<file path="config.mk">
export PLATFORM = sky130hd
export DESIGN_NAME = pw_fifo_socket
export DESIGN_NICKNAME = d
export VERILOG_FILES = /design/src/rtl/pw_fifo_pkg.sv /design/src/rtl/pw_fifo_store.sv /design/src/rtl/pw_flush_ctrl.sv /design/src/rtl/pw_ctrl_reg.sv /design/src/rtl/pw_fifo_socket.sv
export SDC_FILE = /design/constraint.sdc
export NUM_CORES = 1
export LEC_CHECK = 0
export ABC_CLOCK_PERIOD_IN_PS = 4500
export BUFFER_PORTS_ARGS = -buffer_cell sky130_fd_sc_hd__clkbuf_2
export CAP_MARGIN = 0
export CELL_PAD_IN_SITES_DETAIL_PLACEMENT = 0
export CELL_PAD_IN_SITES_GLOBAL_PLACEMENT = 2
export CORE_MARGIN = 2
export CORE_UTILIZATION = 45
export CTS_BUF_LIST = sky130_fd_sc_hd__clkbuf_2 sky130_fd_sc_hd__clkbuf_4 sky130_fd_sc_hd__clkbuf_8
export CTS_CLUSTER_SIZE = 30
export DETAILED_ROUTE_END_ITERATION = 12
export PLACE_DENSITY = 0.74
export SLEW_MARGIN = 15
export SYNTH_ARGS = -nofsm -noshare
export SYNTH_HDL_FRONTEND = slang
export SYNTH_HIERARCHICAL = 1
export SYNTH_SLANG_ARGS = --single-unit
</file>
<file path="constraint.sdc">
create_clock -name clk -period 4.5 [get_ports clk]
set_input_delay 0.225 -clock clk [delete_from_list [all_inputs] [get_ports clk]]
set_output_delay 0.225 -clock clk [all_outputs]
set_load 0.01 [all_outputs]
</file>
<file path="src/rtl/pw_fifo_pkg.sv">
`timescale 1ns/1ps
package pw_fifo_pkg;
    localparam int ADDR_W    = 12;
    localparam int DATA_W    = 16;
    localparam int BE_W      = DATA_W / 8;
    localparam int REG_W     = 8;
    localparam int IDX_W     = 8;
    localparam int FLUSH_BIT = REG_W - 1;
    localparam int SCRATCH_W = REG_W - 1;

    localparam int CAUSE_SW    = 0;
    localparam int CAUSE_PGOOD = 1;
    localparam int CAUSE_CARD  = 2;
    localparam int CAUSE_VCC   = 3;
    localparam int NUM_CAUSES  = 4;

    typedef struct packed {
        logic [ADDR_W-1:0] addr;
        logic [DATA_W-1:0] data;
        logic [BE_W-1:0]   be;
    } pw_entry_t;
endpackage

</file>
<file path="src/rtl/pw_fifo_store.sv">
`timescale 1ns/1ps
module pw_fifo_store
    import pw_fifo_pkg::*;
#(
    parameter int DEPTH = 8,
    localparam int PTR_W = (DEPTH > 1) ? $clog2(DEPTH) : 1,
    localparam int CNT_W = $clog2(DEPTH + 1)
) (
    input  logic             clk,
    input  logic             rst_n,
    input  logic             flush_i,
    input  logic             push_i,
    input  pw_entry_t        push_entry_i,
    input  logic             pop_i,
    output pw_entry_t        head_o,
    output logic             full_o,
    output logic             empty_o,
    output logic [CNT_W-1:0] count_o
);
    typedef struct packed {
        logic [PTR_W-1:0] wr_ptr;
        logic [PTR_W-1:0] rd_ptr;
        logic [CNT_W-1:0] count;
    } ptr_state_t;

    ptr_state_t st_d, st_q;
    pw_entry_t  slots [DEPTH];
    logic       push_ok, pop_ok, write_en;

    function automatic logic [PTR_W-1:0] ptr_inc(input logic [PTR_W-1:0] p);
        return (p == PTR_W'(DEPTH - 1)) ? '0 : p + 1'b1;
    endfunction

    always_comb begin
        st_d     = st_q;
        push_ok  = push_i && (st_q.count != CNT_W'(DEPTH));
        pop_ok   = pop_i && (st_q.count != '0);
        write_en = push_ok && !flush_i;
        if (flush_i) begin
            st_d = '0;
        end else begin
            if (push_ok) st_d.wr_ptr = ptr_inc(st_q.wr_ptr);
            if (pop_ok)  st_d.rd_ptr = ptr_inc(st_q.rd_ptr);
            unique case ({push_ok, pop_ok})
                2'b10:   st_d.count = st_q.count + 1'b1;
                2'b01:   st_d.count = st_q.count - 1'b1;
                default: st_d.count = st_q.count;
            endcase
        end
    end

    always_ff @(posedge clk or negedge rst_n) begin
        if (!rst_n) st_q <= '0;
        else        st_q <= st_d;
    end

    always_ff @(posedge clk) begin
        if (write_en) slots[st_q.wr_ptr] <= push_entry_i;
    end

    assign head_o  = slots[st_q.rd_ptr];
    assign full_o  = (st_q.count == CNT_W'(DEPTH));
    assign empty_o = (st_q.count == '0);
    assign count_o = st_q.count;
endmodule

</file>
<file path="src/rtl/pw_flush_ctrl.sv">
`timescale 1ns/1ps
module pw_flush_ctrl
    import pw_fifo_pkg::*;
(
    input  logic                  sw_flush_i,
    input  logic                  power_good_i,
    input  logic                  card_present_i,
    input  logic                  supply_en_i,
    output logic [NUM_CAUSES-1:0] cause_o,
    output logic                  flush_o
);
    always_comb begin
        cause_o              = '0;
        cause_o[CAUSE_SW]    = sw_flush_i;
        cause_o[CAUSE_PGOOD] = !power_good_i;
        cause_o[CAUSE_CARD]  = !card_present_i;
        cause_o[CAUSE_VCC]   = !supply_en_i;
    end

    assign flush_o = |cause_o;
endmodule

</file>
<file path="src/rtl/pw_ctrl_reg.sv">
`timescale 1ns/1ps
module pw_ctrl_reg
    import pw_fifo_pkg::*;
#(
    parameter logic [IDX_W-1:0] REG_INDEX = 8'h17
) (
    input  logic             clk,
    input  logic             rst_n,
    input  logic [IDX_W-1:0] index_i,
    input  logic             wr_en_i,
    input  logic [REG_W-1:0] wdata_i,
    input  logic             fifo_empty_i,
    output logic [REG_W-1:0] rdata_o,
    output logic             flush_req_o
);
    typedef struct packed {
        logic [SCRATCH_W-1:0] scratch;
    } reg_state_t;

    reg_state_t st_d, st_q;
    logic       hit;

    always_comb begin
        hit         = (index_i == REG_INDEX);
        st_d        = st_q;
        flush_req_o = 1'b0;
        if (wr_en_i && hit) begin
            st_d.scratch = wdata_i[SCRATCH_W-1:0];
            flush_req_o  = wdata_i[FLUSH_BIT];
        end
        rdata_o = hit ? {fifo_empty_i, st_q.scratch} : '0;
    end

    always_ff @(posedge clk or negedge rst_n) begin
        if (!rst_n) st_q <= '0;
        else        st_q <= st_d;
    end
endmodule

</file>
<file path="src/rtl/pw_fifo_socket.sv">
`timescale 1ns/1ps
module pw_fifo_socket
    import pw_fifo_pkg::*;
#(
    parameter int                DEPTH     = 8,
    parameter logic [IDX_W-1:0]  REG_INDEX = 8'h17
) (
    input  logic              clk,
    input  logic              rst_n,
    input  logic              host_push,
    input  logic [ADDR_W-1:0] host_addr,
    input  logic [DATA_W-1:0] host_data,
    input  logic [BE_W-1:0]   host_be,
    output logic              host_full,
    input  logic              card_pop,
    output logic              card_valid,
    output logic [ADDR_W-1:0] card_addr,
    output logic [DATA_W-1:0] card_data,
    output logic [BE_W-1:0]   card_be,
    input  logic [IDX_W-1:0]  reg_index,
    input  logic              reg_wr_en,
    input  logic [REG_W-1:0]  reg_wdata,
    output logic [REG_W-1:0]  reg_rdata,
    input  logic              power_good,
    input  logic              card_present,
    input  logic              supply_en
);
    localparam int CNT_W = $clog2(DEPTH + 1);

    pw_entry_t             push_entry, head;
    logic                  fifo_empty, sw_flush, flush;
    logic [NUM_CAUSES-1:0] flush_cause;
    logic [CNT_W-1:0]      occupancy;

    assign push_entry = '{addr: host_addr, data: host_data, be: host_be};

    pw_ctrl_reg #(.REG_INDEX(REG_INDEX)) u_reg (
        .clk          (clk),
        .rst_n        (rst_n),
        .index_i      (reg_index),
        .wr_en_i      (reg_wr_en),
        .wdata_i      (reg_wdata),
        .fifo_empty_i (fifo_empty),
        .rdata_o      (reg_rdata),
        .flush_req_o  (sw_flush)
    );

    pw_flush_ctrl u_flush (
        .sw_flush_i     (sw_flush),
        .power_good_i   (power_good),
        .card_present_i (card_present),
        .supply_en_i    (supply_en),
        .cause_o        (flush_cause),
        .flush_o        (flush)
    );

    pw_fifo_store #(.DEPTH(DEPTH)) u_store (
        .clk          (clk),
        .rst_n        (rst_n),
        .flush_i      (flush),
        .push_i       (host_push),
        .push_entry_i (push_entry),
        .pop_i        (card_pop),
        .head_o       (head),
        .full_o       (host_full),
        .empty_o      (fifo_empty),
        .count_o      (occupancy)
    );

    assign card_valid = !fifo_empty;
    assign card_addr  = head.addr;
    assign card_data  = head.data;
    assign card_be    = head.be;
endmodule

</file>
-- After elaboration in Yosys (flattened, before gate mapping)
Memories as Yosys holds them, arrays and structs flattened.
Index checks and enable logic that the tools add are counted.
- bits in registers: 17
- output and inout port bits: 40
- input port bits: 54
- logic and storage cells: 41
- bits in writable memories: 240
- memories kept: 1
- memories (memory ; depth ; bits a word ; rd ports ; clocked after memory_dff ; write ports ; line ; RTL):
    u_store.slots ; 8 ; 30 ; 1 ; 0 ; 1 ; pw_fifo_store.sv:27 ; pw_entry_t slots [DEPTH];
- multiplexer cells: 10
- equality and inequality tests: 7
- reductions and logical operators: 15
- add/sub/neg operators: 4
- operators by type and width (operator ; number):
    $mux W3 ; 4
    $mux W10 ; 1
    $eq A8 B5 Y1 const B ; 1
    $mux W8 ; 1
    $pmux W4 S2 ; 1
    $add A3 B1 Y3 const B ; 2
    $eq A3 B3 Y1 const B ; 2
    $logic_not A1 Y1 ; 5
    $add A4 B1 Y4 const B ; 1
    $eq A4 B4 Y1 const B ; 1
    $logic_and A1 B1 Y1 ; 4
    $logic_not A4 Y1 ; 1
    $ne A4 B4 Y1 const B ; 1
    $reduce_bool A2 Y1 ; 2
    $reduce_bool A4 Y1 ; 1
    $reduce_or A4 Y1 ; 1
    $sub A4 B1 Y4 const B ; 1
    $mux W1 ; 3
    $reduce_bool A3 Y1 ; 1
    $eq A2 B1 Y1 const B ; 1
    $eq A2 B2 Y1 const B ; 1

-- Depth between registers and ports, before layout
Gate-level depths: netlist of the first run.
- depth after elaboration: 8
- mapped depth: 9
- mapped depth without buffers: 8

-- Hierarchy
Netlist of the first run, hierarchy kept.
- by module, submodules not included (module ; area an instance (um^2) ; times used ; cells each):
    pw_fifo_store ; 10058.4 ; 1 ; 431
    pw_ctrl_reg ; 389.1 ; 1 ; 30
    pw_flush_ctrl ; 27.5 ; 1 ; 5
    pw_fifo_socket ; 3.8 ; 1 ; 1

-- Worst setup path after synthesis of the first run
Ideal clock, no wire load.
- kind: in2reg
- start point: input reg_index[5]
- end point: memory u_store/slots[1][0] in the netlist's numbering (enable)
- arrival time: 3.203 ns
- path slack: 0.842 ns
- stages: 6
- buffers on the path: 0
- path through: nand4b_1 -> nor3_1 -> and3_1 -> nand4b_1 -> nand4b_1 -> nor3_1
- longest elaborated chain between the ends: 8
- ends and longest elaborated chain (what ; line ; RTL):
    start: declaration ; pw_fifo_socket.sv:20 ; input logic [IDX_W-1:0] reg_index,
    $eq A8 B5 Y1 ; pw_ctrl_reg.sv:24 ; hit = (index_i == REG_INDEX);
    $logic_and A1 B1 Y1 ; pw_ctrl_reg.sv:27 ; if (wr_en_i && hit) begin
    $mux W1 ; pw_ctrl_reg.sv:27 ;
    net sw_flush ; pw_fifo_socket.sv:31 ; logic fifo_empty, sw_flush, flush;
    $reduce_or A4 Y1 ; pw_flush_ctrl.sv:20 ; assign flush_o = |cause_o;
    net flush ; pw_fifo_socket.sv:31 ;
    $logic_not A1 Y1 ; pw_fifo_store.sv:38 ; write_en = push_ok && !flush_i;
    $logic_and A1 B1 Y1 ; pw_fifo_store.sv:38 ;
    $mux W1 ; pw_fifo_store.sv:58 ; if (write_en) slots[st_q.wr_ptr] <= push_entry_i;
    $mux W1 (implied by the code) ; pw_fifo_store.sv:58 ;
    end: declaration ; pw_fifo_store.sv:27 ;
The timed path passes the listed nets, and every way through them passes these cells.

-- Worst setup path after layout of the first run
- start point: register u_store/st_q[5] in the netlist's numbering
- end point: output card_data[14]
- longest elaborated chain between the ends: 1
- ends and longest elaborated chain (what ; line ; RTL):
    start: declaration ; pw_fifo_store.sv:26 ; ptr_state_t st_d, st_q;
    start signal: assignment ; pw_fifo_store.sv:54 ; else st_q <= st_d;
    $mem_v2 Z8 W30 ; - ;
    end: declaration ; pw_fifo_socket.sv:18 ; output logic [DATA_W-1:0] card_data,
No other way between the ends.

==> results summary, run 1 <==
The x dimension of the die is 156 um. The net count after synthesis came out at 520. The insertion delay of the later-clocked pin in the worst-skew pair came out at 540 ps. The area of the core is 22700 um2. Across the VDD grid, the largest voltage drop is 0.198 mV. Buffers placed on the I/O ports in this run total 93. Synthesis handed over a netlist of 459 instances. The count of routing violations after the opening detailed-route iteration came out at 269. The weighted congestion at the end of routability-driven global placement came out at 0.734.

The met3 layer usage reported by global route is 0.0382. Max-cap violations in this run came to 0. The worst setup path is launched from a register.

The total power density per cell area came out at 382 nW/um2. met2 is the most crowded layer. The post-CTS setup repair buffer count came out at 0. The starting density of the core came out at 0.459. The number of antenna violations at the first check in global routing was 0. The count of final max-slew check failures is 0. The post-synthesis area per instance is 22.7 um2. The number of placed I/O pins came out at 94. Of the cells placed in the final design, the portion with a size suffix greater than 1 is 0.385. The vertical extent of the die came out at 156 um.

The sum of net half-perimeters after detailed placement came out at 11100 um. The die outline area is 24400 um2. For this run, the share of the core covered by cells in the final layout is 0.544.

Dividing the final minimum period by the clock period gives 0.662. The number of sinks on the clock net came out at 257. Setup repair after global routing left no endpoint under its margin. For this run, global-route usage on met1 was measured as 0.214. The maximum fanout along the worst path is 34.

The achievable clock frequency is 335 MHz. The detailed-route DRC error count came out at 0. The global-route track usage on met2 came out at 0.271.

The number of nets with antenna violations after routing came out at 0. The via count of the first global-routing pass came out at 5304. The number of warnings issued by yosys is 6.

The leftover overflow at the end of global routing is 0. The final routed wirelength across all metal layers is 19000 um. The number of nets in the layout came out at 683. The post-synthesis instance area came out at 10400 um2. The slew at the pin with the worst max-slew slack came out at 1040 ps. The antenna diode instance count came out at 0.

The area overhead of the layout relative to synthesis is 18.5%. The cell count after placement came out at 825. The sum of negative setup slack came out at 0 ps. The finished layout holds 939 standard cells, fillers aside. The critical path in this run is classified as reg -> out.

The post-detailed-route via-to-cell ratio is 5.29. Across every metal layer, demand over resource in global routing totals 0.162. The clock transition at the registers of the reported paths came out at 60 ps. The setup skew after layout is 17.0 ps. TritonCTS built the clock tree. The first global-routing pass estimated 29700 um of wire. The pre-CTS worst setup slack is 1570 ps. The tightest slew margin relative to the limit came out at 0.302. The final critical-path required period came out at 2980 ps. The run finished with clean final reports. CTS built an H-tree with a depth of 2. At the worst endpoint, the required time is 4280 ps. The first TritonRoute pass finished after 4 iterations.

In the post-route analysis, the smallest setup slack over all paths is 1520 ps. Setup violations remaining at the end of the flow were counted as 0. STA classifies the critical path endpoint as an output port. Entering global routing, the biggest net connects 35 pins. The clock buffer count from CTS came out at 42. The leakage power of the design is 4.29 nW. Summing over every cut layer, the via total after detailed routing is 4966. The count of standard-cell rows came out at 55. The critical path arrival is 2760 ps. The worst hold path belongs to the class in -> reg. The count of final hold-check violations came out at 0. The average wire per cell in the routed design came out at 20.2 um. The tree is rooted in a sky130_fd_sc_hd__clkbuf_8. The maximum clock insertion buffer count came out at 3.
[stage by stage]
| step | cell area [um2] | hold slack [ps] | power, W |
|---|---|---|---|
| CTS | 12400 | 102 | 0.00479 |
| finish | 12400 | 127 | 0.00472 |
| global route | 12400 | 125 | 0.00492 |
| detailed placement | 11100 | 189 | 0.00279 |
| floorplan | 10400 | -70.6 | 0.00272 |
| global placement | 11100 | 188 | 0.00278 |
[routing by layer]
layer	up-vias	part of all wire
met3	28	0.048
met4	0	0.013
met5	-	0
met2	145	0.50
li1	2279	-
met1	2514	0.44
[registers in the layout, summed over array words and instances (netlist names)]
register         flops
u_reg/st_q           7
u_store/count_o      4
u_store/st_q         6
u_store/slots      240
[power by group]
group          total, W  internal (W)  switching [W]
clock network   0.00196       0.00111       0.000855
logic          0.000134     0.0000662      0.0000674
registers       0.00263       0.00262     0.00000526
total           0.00472       0.00380       0.000928
[repair_timing]
action	4_1_cts	5_1_grt
hold buffers	38	0
resized for setup	0	0
endpoints found under the hold margin	251	0
[placed cells by master, fill, tap and decap left out, types with 2 or more instances in the layout]
cell type                       instances
sky130_fd_sc_hd__clkbuf_2              93
sky130_fd_sc_hd__mux2i_1                5
sky130_fd_sc_hd__clkinv_1              14
sky130_fd_sc_hd__nor2_4                 6
sky130_fd_sc_hd__ha_1                   6
sky130_fd_sc_hd__nor2_1                 7
sky130_fd_sc_hd__dlygate4sd3_1         38
sky130_fd_sc_hd__bufinv_16              2
sky130_fd_sc_hd__mux2_4                 7
sky130_fd_sc_hd__nand4b_1               3
sky130_fd_sc_hd__nand2b_1               4
sky130_fd_sc_hd__clkinv_2               3
sky130_fd_sc_hd__dfrtp_2                2
sky130_fd_sc_hd__nand3_1                2
sky130_fd_sc_hd__inv_1                  3
sky130_fd_sc_hd__a21oi_2                4
sky130_fd_sc_hd__nor3_1                 5
sky130_fd_sc_hd__nand2_1                4
sky130_fd_sc_hd__dfrtp_1               14
sky130_fd_sc_hd__edfxtp_1             240
sky130_fd_sc_hd__nor4_1                 2
sky130_fd_sc_hd__inv_6                  2
sky130_fd_sc_hd__a21oi_1                2
sky130_fd_sc_hd__xnor2_1                2
sky130_fd_sc_hd__clkbuf_8              43
sky130_fd_sc_hd__mux4_2                26
sky130_fd_sc_hd__mux4_1                34
sky130_fd_sc_hd__buf_4                 11
sky130_fd_sc_hd__mux2_2                30
sky130_fd_sc_hd__and2_1                 8
sky130_fd_sc_hd__clkbuf_4              12
[final timing paths]
kind,slack (ps),depth (start not counted),from,to
setup / recovery,1520,4,u_store/st_q[5],card_data[14]
hold / removal,130,3,host_push,u_store/st_q[9]
setup reg to reg,1680,7,u_store/count_o[1],u_store/count_o[3]
hold reg to reg,510,1,u_reg/st_q[2],u_reg/st_q[2]
max in group asynchronous,3990,2,rst_n,u_store/st_q[4]
min in group asynchronous,170,2,rst_n,u_reg/st_q[1]
[worst max-delay path: stages (launching register included)]
cell and delay (ps):
sky130_fd_sc_hd__dfrtp_2 890, sky130_fd_sc_hd__buf_4 500, sky130_fd_sc_hd__mux4_1 400, sky130_fd_sc_hd__mux2_2 290
sky130_fd_sc_hd__clkbuf_2 130
[layout make-up]
| type | count | area [um2] |
|---|---|---|
| fill | 1770 | 10400 |
| multi-input combinational | 176 | 2590 |
| inverter | 3 | 11.3 |
| tap | 285 | 357 |
| sequential | 257 | 7640 |
| clock buffer | 55 | 682 |
| clock inverter | 21 | 145 |
| timing repair buffer | 142 | 928 |
Note: power is estimated with default switching activity, not from simulation.
==> inputs of run 2 (changes only) <==
- ABC_CLOCK_PERIOD_IN_PS: 4500 -> 2900
- clock period: 4.5 -> 2.9 ns (I/O delays scaled with it)
==> results summary, run 2 (synthesis gave the netlist of run 1 again) <==
The maximum clock insertion buffer count is 3. The tightest slew margin relative to the limit is 0.301. The cts-stage hold buffer count is 38.

The number of nets with antenna violations after routing is 0. Setup repair after global routing left no endpoint under its margin. Along the worst path, the maximum fanout reaches 7. The final-layout fill cell count came out at 1767. The smallest setup slack after layout came out at 275 ps. After detailed routing, the total wire length is 19000 um. The critical path required time is 3300 ps.

Global routing finished with a remaining overflow of 0. The die outline area came out at 24400 um2. The total power density per cell area came out at 596 nW/um2. The count of final max-slew check failures came to 0. Across every metal layer, demand over resource in global routing totals 0.163. The worst hold path cell count came out at 3. The number of placed I/O pins came out at 94. The number of antenna violations at the first check in global routing came out at 0.

The placed standard-cell area is 11300 um2. OpenSTA, run right after detailed placement, puts the worst setup slack at 271 ps. The global-route wire length before repair is 29800 um. Data on the critical path arrives at its endpoint at 3030 ps. The die is 156 um wide. The worst setup path is launched from a register. The maximum vdd drop is 0.269 mV. In this run the worst hold path is classified as in -> reg. The floorplan step set the die height to 156 um. The clock transition at the registers of the reported paths came out at 60 ps. CTS built an H-tree with a depth of 2.

The start-to-end type of the worst setup path is reg -> reg. For the worst-skew pair, the clock arrives at the later sink with an insertion delay of 530 ps. CTS placed an instance of sky130_fd_sc_hd__clkbuf_8 at the clock tree root. The via count of the first global-routing pass came out at 5464.

u_store/slots holds more flip-flops than any other register. The number of nets in the layout came out at 698. For this block, the initial DRC count from the detailed router was 245. The area of the core is 22700 um2.

The largest stage delay on the critical path came out at 540 ps. For the pin with the worst max-slew slack, the measured transition is 1050 ps. The post-detailed-route via-to-cell ratio came out at 5.28. Clock tree synthesis found a total of 257 sinks. The flow ran to the end, and the final reports show no timing, DRC or antenna violations. The setup skew after layout is 11.7 ps. The area overhead of the layout relative to synthesis is 20.9%. In the layout the commonest cells are 240 x sky130_fd_sc_hd__edfxtp_1, 93 x sky130_fd_sc_hd__clkbuf_2, 45 x sky130_fd_sc_hd__clkbuf_8. Port buffering added 93 buffers.

The worst setup path is captured at a register. The clock buffer count from CTS is 43. The average wire per cell in the routed design is 19.9 um. The first TritonRoute pass finished after 4 iterations. The detailed-route DRC error count came out at 0. In the final layout, the share of cells above drive strength 1 is 0.407.

The period utilization is 0.905. The number of maximum-capacitance violations is 0. The largest individual stage delay along the critical path comes from the cell sky130_fd_sc_hd__or4b_1.

The floorplan has 55 rows. The worst hold margin is 62.4 ps. The pin count of the biggest net entering global routing is 41. The total area of multi-input combinational cells is 2600 um2. For this run, the top clock speed supported by timing is 381 MHz.

The final setup violation count is 0. The total via count after detailed routing is 5038. The worst path in the final design needs a cycle of 2630 ps, including I/O delays and setup. The post-CTS setup repair buffer count came out at 0. The leakage power of the design came out at 4.41 nW. The library cell used most frequently in the layout, excluding fill and tap cells, is sky130_fd_sc_hd__edfxtp_1. The final non-filler cell area came out at 12600 um2.

The wire-length estimate of the detail-placed layout is 11200 um. The sum of negative setup slack came out at 0 ps. 0 antenna diodes ended up in the layout. The setup slack of the most critical reg-to-reg path came out at 270 ps. The CTS tree is built. Measured in cells, the most critical reg-to-reg path has a length of 7. The count of final hold-check violations is 0. The number of gates resized after CTS was 0. The register with the most flip-flops in the layout has 240 of them. The starting density of the core came out at 0.459. In the final layout, the registers with the most flip-flops are u_store/slots (240), u_reg/st_q (7), u_store/st_q (6). At the end of routability-driven placement, the weighted congestion stood at 0.704. The register cell area after layout is 7640 um2. Walking the worst path, the cells encountered are or4b_1 -> a21oi_1 -> ha_1 -> and3_2 -> nor3_1 -> mux2i_1 -> nand3b_1.
## run 2: cell types whose count changed in the layout (fill, tap and decap cells not counted), sizes merged
cell    before  now
buf         11   25
bufinv       2    3
clkbuf     148  151
clkinv      17   16
inv          5    4
## run 2: worst max-delay path, delay by kind of cell (launching register included)
family,cells,cell delay (ps)
adders and majority gates,1,340
DFF,1,510
and+or+nand+nor,4,1120
AOI/OAI and AO/OA,1,330
muxes,1,210
## run 2: area by class of cell
cell class	count	area share
sequential	257	0.606
clock inverter	20	0.0135
inverter	3	0.000893
multi-input combinational	176	0.206
timing repair buffer	156	0.0889
clock buffer	58	0.0568
tap	285	0.0283
## run 2: metal layers
metal	global-route usage	share of wire
met3	0.0341	0.041
met2	0.280	0.51
met1	0.210	0.44
met4	0.0467	0.015
met5	0	0
## run 2: path summary, 6_finish.rpt
path,endpoint,from
setup / recovery,u_store/count_o[3],u_store/count_o[3]
hold / removal,u_store/st_q[9],host_push
setup reg to reg,u_store/count_o[3],u_store/count_o[3]
hold reg to reg,u_reg/st_q[4],u_reg/st_q[4]
max in group asynchronous,u_store/st_q[4],rst_n
min in group asynchronous,u_store/st_q[9],rst_n
## run 2: power breakdown
group,internal [W],switching (W)
registers,0.00407,0.00000633
logic,0.000106,0.000106
clock network,0.00188,0.00135
total,0.00606,0.00146
## run 2: metrics by stage
stage	instances	util	power, W
6_report	955	0.555	0.00752
4_1_cts	955	0.555	0.00763
3_5_place_dp	839	0.500	0.00433
3_3_place_gp	839	0.500	0.00432
5_1_grt	955	0.555	0.00780
2_1_floorplan	459	-	0.00423
